### config.mk
export PLATFORM = sky130hd
export DESIGN_NAME = sram_cycle_ctrl
export DESIGN_NICKNAME = d
export VERILOG_FILES = /design/src/rtl/sram_cycle_ctrl.sv
export SDC_FILE = /design/constraint.sdc
export NUM_CORES = 1
export LEC_CHECK = 0
export ABC_CLOCK_PERIOD_IN_PS = 2800
export BUFFER_PORTS_ARGS = -buffer_cell sky130_fd_sc_hd__buf_2
export CAP_MARGIN = 20
export CORE_ASPECT_RATIO = 0.9
export CORE_UTILIZATION = 49
export CTS_CLUSTER_DIAMETER = 40
export DETAILED_ROUTE_END_ITERATION = 16
export GPL_ROUTABILITY_DRIVEN = 0
export PLACE_DENSITY = 0.88
export SYNTH_ARGS = -nofsm -noshare
export SYNTH_HDL_FRONTEND = slang
export SYNTH_SLANG_ARGS = --single-unit
### constraint.sdc
create_clock -name clk -period 2.8 [get_ports clk]
set_input_delay 0.56 -clock clk [delete_from_list [all_inputs] [get_ports clk]]
set_output_delay 0.56 -clock clk [all_outputs]
set_load 0.02 [all_outputs]
### src/rtl/sram_cycle_ctrl.sv
module sram_cycle_ctrl #(
  parameter int CLK_NS  = 20,
  parameter int ADDR_W  = 19,
  parameter int LANES   = 4,
  parameter int T_AS_NS = 3,
  parameter int T_WP_NS = 20,
  parameter int T_WC_NS = 25,
  parameter int T_RC_NS = 25,
  parameter int T_OE_NS = 15
) (
  input  logic                 clk,
  input  logic                 rst_n,
  input  logic                 req_valid,
  input  logic                 req_write,
  input  logic [ADDR_W-1:0]    req_addr,
  input  logic [8*LANES-1:0]   req_wdata,
  input  logic [LANES-1:0]     req_mask,
  output logic                 req_ready,
  output logic                 done,
  output logic [8*LANES-1:0]   rdata,
  output logic [ADDR_W-1:0]    mem_addr,
  output logic                 mem_cs_n,
  output logic                 mem_oe_n,
  output logic [LANES-1:0]     mem_we_n,
  output logic [8*LANES-1:0]   mem_dq_out,
  output logic                 mem_dq_oe,
  input  logic [8*LANES-1:0]   mem_dq_in,
  output logic                 flash_cs_n
);
  localparam int DATA_W = 8 * LANES;

  function automatic int to_cyc(input int ns);
    int c;
    c = (ns + CLK_NS - 1) / CLK_NS;
    return (c < 1) ? 1 : c;
  endfunction

  localparam int SETUP_C = to_cyc(T_AS_NS);
  localparam int PULSE_C = to_cyc(T_WP_NS);
  localparam int WC_C    = to_cyc(T_WC_NS);
  localparam int REC_C   = (WC_C > SETUP_C + PULSE_C) ? WC_C - SETUP_C - PULSE_C : 1;
  localparam int RD_C    = (to_cyc(T_RC_NS) > to_cyc(T_OE_NS)) ? to_cyc(T_RC_NS) : to_cyc(T_OE_NS);
  localparam int MAX_A   = (SETUP_C > PULSE_C) ? SETUP_C : PULSE_C;
  localparam int MAX_B   = (REC_C > RD_C) ? REC_C : RD_C;
  localparam int MAX_C   = (MAX_A > MAX_B) ? MAX_A : MAX_B;
  localparam int CNT_W   = $clog2(MAX_C + 1);

  typedef enum logic [2:0] {S_IDLE, S_WSET, S_WPUL, S_WREC, S_RGAP, S_RACC} st_t;

  st_t               st;
  logic [CNT_W-1:0]  cnt;
  logic [ADDR_W-1:0] addr_q;
  logic [DATA_W-1:0] wdata_q;
  logic [LANES-1:0]  mask_q;

  assign req_ready  = (st == S_IDLE);
  assign mem_addr   = addr_q;
  assign mem_cs_n   = (st == S_IDLE);
  assign mem_oe_n   = (st != S_RACC);
  assign mem_we_n   = (st == S_WPUL) ? ~mask_q : {LANES{1'b1}};
  assign mem_dq_out = wdata_q;
  assign mem_dq_oe  = (st == S_WSET) || (st == S_WPUL) || (st == S_WREC);
  assign flash_cs_n = 1'b1;

  always_ff @(posedge clk) begin
    if (!rst_n) begin
      st      <= S_IDLE;
      cnt     <= '0;
      done    <= 1'b0;
      addr_q  <= '0;
      wdata_q <= '0;
      mask_q  <= '0;
      rdata   <= '0;
    end else begin
      done <= 1'b0;
      case (st)
        S_IDLE: if (req_valid) begin
          addr_q  <= req_addr;
          wdata_q <= req_wdata;
          mask_q  <= req_write ? req_mask : '0;
          if (req_write) begin
            st  <= S_WSET;
            cnt <= CNT_W'(SETUP_C - 1);
          end else begin
            st  <= S_RGAP;
            cnt <= '0;
          end
        end
        S_WSET: if (cnt == '0) begin
          st  <= S_WPUL;
          cnt <= CNT_W'(PULSE_C - 1);
        end else cnt <= cnt - 1'b1;
        S_WPUL: if (cnt == '0) begin
          st  <= S_WREC;
          cnt <= CNT_W'(REC_C - 1);
        end else cnt <= cnt - 1'b1;
        S_WREC: if (cnt == '0) begin
          st   <= S_IDLE;
          done <= 1'b1;
        end else cnt <= cnt - 1'b1;
        S_RGAP: begin
          st  <= S_RACC;
          cnt <= CNT_W'(RD_C - 1);
        end
        S_RACC: if (cnt == '0) begin
          rdata <= mem_dq_in;
          st    <= S_IDLE;
          done  <= 1'b1;
        end else cnt <= cnt - 1'b1;
        default: st <= S_IDLE;
      endcase
    end
  end
endmodule

Word level (Yosys, flattened, before mapping)
Cells that the tools add are included.
{"block": "word_totals", "input_bits": 91, "word_cells": 45, "register_bits": 93}
{"block": "op_classes", "bitwise_logic": 1, "muxes": 13, "n_eq_ne": 11, "reduce_logical": 12, "n_addsub": 1}
{"operator": "two-way mux 3 bit", "count": 5}
{"operator": "case mux 3 bit (5 select lines)", "count": 1}
{"operator": "two-way mux 4 bit", "count": 2}
{"operator": "case mux 2 bit (4 select lines)", "count": 1}
{"operator": "== test 3 x 2 -> 1 bit (second input constant)", "count": 2}
{"operator": "== test 3 bit (second input constant)", "count": 2}
{"operator": "two-way mux 2 bit", "count": 3}
{"operator": "!= test 2 x 1 -> 1 bit (second input constant)", "count": 3}
{"operator": "AND reduction 2 bit", "count": 3}
{"operator": "!= test 2 bit (second input constant)", "count": 2}
{"operator": "inverter 4 bit", "count": 1}
{"operator": "AND reduction 4 bit", "count": 1}
{"operator": "nonzero test 4 bit", "count": 1}
{"operator": "OR reduction 2 bit", "count": 2}
{"operator": "== test 3 x 1 -> 1 bit (second input constant)", "count": 1}
{"operator": "logical NOT 3 bit", "count": 1}
{"operator": "!= test 3 bit (second input constant)", "count": 1}
{"operator": "AND reduction 3 bit", "count": 1}
{"operator": "logical NOT 2 bit", "count": 1}
{"operator": "logical OR 1 bit", "count": 2}
{"operator": "subtractor 2 x 1 -> 2 bit (second input constant)", "count": 1}
{"operator": "two-way mux 1 bit", "count": 1}

Logic depth before layout (Yosys ltp)
{"block": "depth", "ltp_word": 4, "ltp_mapped": 8}

Worst setup path before layout
No wires, ideal clock.
{"block": "synth_timing", "kind": "reg2out", "from": "reg st[1]", "to": "out req_ready", "slack_ns": 0.811, "arrival_ns": 1.429, "path_stages_with_launch": 5, "n_path_buf": 3, "cell_sequence": "dfxtp_1 > buf_2 > buf_2 > nor3_1 > buf_4"}
{"block": "synth_via", "elab_chain_len": 1}
{"item": "start, declared", "line": "50", "source": "st_t st;"}
{"item": "start signal, assigned", "line": "67", "source": "st <= S_IDLE;"}
{"item": "start signal, assigned", "line": "82", "source": "st <= S_WSET;"}
{"item": "start signal, assigned", "line": "85", "source": "st <= S_RGAP;"}
{"item": "logical NOT 3 bit"}
{"item": "end, declared", "line": "18", "source": "output logic req_ready,"}
Every way passes these cells.

Worst setup path after layout
{"block": "layout_timing", "from": "reg st[1]", "to": "out mem_we_n[0]"}
{"block": "layout_via", "elab_chain_len": 2}
{"item": "== test 3 x 2 -> 1 bit", "line": "60", "source": "assign mem_we_n = (st == S_WPUL) ? ~mask_q : {LANES{1'b1}};"}
{"item": "two-way mux 4 bit", "line": "60"}
{"item": "end, declared", "line": "24", "source": "output logic [LANES-1:0] mem_we_n,"}
Every way passes these cells.

==> flow_metrics.py <==
metrics = {
    "outcome": {
        "status": "complete, no violations",
    },
    "critical_path": {
        "crit_path_max_fanout": 22,
        "crit_slowest_cell": "dfxtp_1",
        "ff2ff_setup_slack_ns": 0.87,
        "reg2reg_depth": 4,
        "rr_endpoint": "mem_dq_out[12]",
        "end_kind": "output port",
        "worst_ep_required_time_ns": 2.24,
        "worstPathArrival_ns": 1.75,
        "r2r-start": "st[1]",
        "crit_chain": "nand2b_1, nor2_1, nand2_1, buf_2",
        "crit_path_max_incr_delay_ns": 0.78,
        "worst_setup_path_start_kind": "register",
        "crit_type": "register to output port",
    },
    "detailed_routing": {
        "via_count": 3541,
        "met1Wirelength_microns": 3620,
        "wl_per_cell_microns": 12.4,
        "wl_met2_microns": 4160,
        "drtIter0Drc": 105,
        "route.detailed.drc": 0,
        "drt-vias-per-instance": 5.04,
        "drt_wl_total_microns": 8710,
        "drtAntennaViolNets": 0,
        "dr.pass1.iters": 6,
        "wl_met3_microns": 784,
        "top_layer_used": "met4",
    },
    "yosys": {
        "yosysTopAreaCellShare_pct": 49.7,
        "synth_cell_types": 35,
        "synthesis.nets": 538,
        "netlist_area_sq_mm": 0.00375,
        "yosys.area.top_type": "dfxtp_1",
        "syn_inst": 444,
        "yosys-top-cells-area": "dfxtp_1 (50%), nand2_1 (18%), a21boi_1 (10%)",
        "synthTopCellsByCount": "nand2_1 (176), dfxtp_1 (93), a21boi_1 (50)",
        "synth-edff-count": 0,
        "synth_flop_cell": "dfxtp_1",
        "synth_most_common_cell": "nand2_1",
        "yosys_warnings": 0,
        "syn_area_per_cell_sq_um": 8.44,
        "ys_async_sr_fraction_pct": 0,
        "yosysSeqAreaShare_pct": 49.7,
        "ys_seq_elements": 93,
    },
    "grt": {
        "grtUsageTotal_pct": 22.0,
        "grt_pass1_vias": 3258,
        "grt_pass1_wl_microns": 13900,
        "grt_start_max_net_pins": 62,
        "grt-ovfl-total": 0,
        "antenna_found_initial": 0,
    },
    "clocking": {
        "cts_tree": "done",
        "cts_resized": 0,
        "root_buffer": "clkbuf_8",
        "postCtsHoldBufs": 0,
        "worstSkewPairLatency_ns": 0.35,
        "post_cts_buffers": 0,
        "cts.sinks": 93,
        "cts_buffers": 9,
        "path_clk_slew_ns": 0.09,
        "htreeDepth": 3,
        "cts_buffer_depth": 2,
    },
    "cells_and_area": {
        "area_growth_pct": 28.7,
        "drive_gt1_share_pct": 33.5,
        "diodes": 0,
        "fin_nets": 698,
        "seqCellArea_sq_mm": 0.00186,
        "fillers": 590,
        "multi_input_area_sq_mm": 0.00165,
    },
    "timing": {
        "slew_headroom_pct": 53.6,
        "fin_worst_skew_ns": 0.00930,
        "slew_violations": 0,
        "fin_setup_tns_ns": 0,
        "worst_pin_slew_ns": 0.695,
        "fin_crit_ns": 2.31,
        "finalSetupViolations": 0,
        "timing.final.crit_share_pct": 82.7,
        "finalHoldViolCount": 0,
        "timing.fmax_mhz": 432,
        "rsz0062_at_grt": "false",
    },
    "floorplan": {
        "die_h_microns": 85.0,
        "ioPinCount": 184,
        "die_w_microns": 94.2,
        "die-area_sq_mm": 0.00800,
        "placementRows": 29,
        "core_area_sq_mm": 0.00722,
        "start_util_pct": 51.9,
    },
    "pwr": {
        "fin_total_pwr_w": 0.00370,
        "powerDensity_mw_per_mm2": 767,
        "seq_power_share_pct": 44.9,
        "comb_power_share_pct": 30.1,
        "ir_worst_vdd_mv": 0.424,
        "p_leak_nw": 2.20,
        "netSwitchingFraction_pct": 35.9,
        "netSwitchingPower_w": 0.00133,
        "power.internal_w": 0.00237,
        "power_frac_clock_pct": 25.0,
    },
    "placement": {
        "port_buffers": 182,
        "dpl.hpwl_microns": 6170,
    },
    "hold_path": {
        "hold_class": "input port to register",
        "whs_endpoint": "mem_dq_out[2]",
        "worstHoldStart": "req_wdata[2]",
        "whs_path_depth": 3,
    },
    "job": {
        "drv_cap": 0,
    },
}
-- layout make-up --
cell class	count	share of cell area, %
Clock buffer	12	3.22
Clock inverter	4	1.14
Inverter	5	0.389
Multi-Input combinational cell	308	34.3
Sequential cell	93	38.6
Tap cell	93	2.41
Timing Repair Buffer	187	19.9
-- state kept, by name, indices dropped and copies added (netlist names) --
signal / count
mem_addr: 19
mem_dq_out: 32
mask_q: 4
st: 3
rdata: 32
cnt: 2
done: 1
-- cell families after synthesis --
| family | after synthesis | synth area share (%) |
|---|---|---|
| AOI/OAI and AO/OA | 102 | 20.2 |
| DFF | 93 | 49.7 |
| and+or+nand+nor | 201 | 22.3 |
| buffers and inverters | 43 | 6.45 |
| adders and majority gates | 3 | 1.00 |
| other | 1 | 0.100 |
| xor gates and xnor gates | 1 | 0.234 |
-- worst max path at each step --
stage                     cells past startpoint  startpoint  slack (ns)           end
after global placement                        5   req_valid        0.91  mem_addr[15]
after detailed placement                      5   req_valid        0.87  mem_addr[18]
after floorplan                               4       st[1]        0.81     req_ready
after global routing                          4       st[1]        0.28   mem_we_n[0]
after CTS                                     4       st[1]        0.50   mem_we_n[1]
final                                         4       st[1]        0.49   mem_we_n[0]
-- power groups by stage --
stage | registers, W | clock network (W) | logic (W)
2_1_floorplan | 0.00180 | 0 | 0.000723
3_3_place_gp | 0.00167 | 0 | 0.00109
3_5_place_dp | 0.00169 | 0 | 0.00112
4_1_cts | 0.00166 | 0.000958 | 0.00112
5_1_grt | 0.00169 | 0.00101 | 0.00123
6_report | 0.00166 | 0.000924 | 0.00111
-- through the flow --
| stage | util (%) | cells | setup slack, ns | hold slack, ns | area, sq um |
|---|---|---|---|---|---|
| finish | 66.7 | 702 | 0.486 | 0.440 | 4820 |
| global route | 66.7 | 702 | 0.277 | 0.412 | 4820 |
| CTS | 66.7 | 702 | 0.499 | 0.417 | 4820 |
| detailed placement | 63.8 | 686 | 0.871 | 0.443 | 4610 |
| global placement | 63.8 | 686 | 0.909 | 0.437 | 4610 |
| floorplan | - | 444 | 0.811 | 0.431 | 3750 |
-- critical path: cells and delay by family (launching register included) --
kind	cells	cell delay (ns)
DFF	1	0.78
buffers and inverters	1	0.16
and+or+nand+nor	3	0.47
-- layout by cell type, fill, tap and decap left out, types with 2 or more instances in the layout --
master / n
ha_1: 3
nand2_1: 176
a21oi_1: 4
nand3b_1: 3
nor3_1: 2
a21boi_1: 50
dfxtp_1: 93
nand2b_1: 3
a31oi_1: 2
a211oi_1: 2
buf_2: 182
nand3_1: 5
o21ai_0: 2
buf_4: 4
clkbuf_8: 11
nor2_1: 3
and4b_1: 2
inv_1: 5
a21boi_0: 37
-- layer usage --
layer	global-route usage, %	vias to the layer above
met5	0	-
met4	8.39	0
met3	8.60	15
met2	39.9	160
met1	22.6	1604
li1	-	1762
Note: power is estimated with default switching activity, not from simulation.
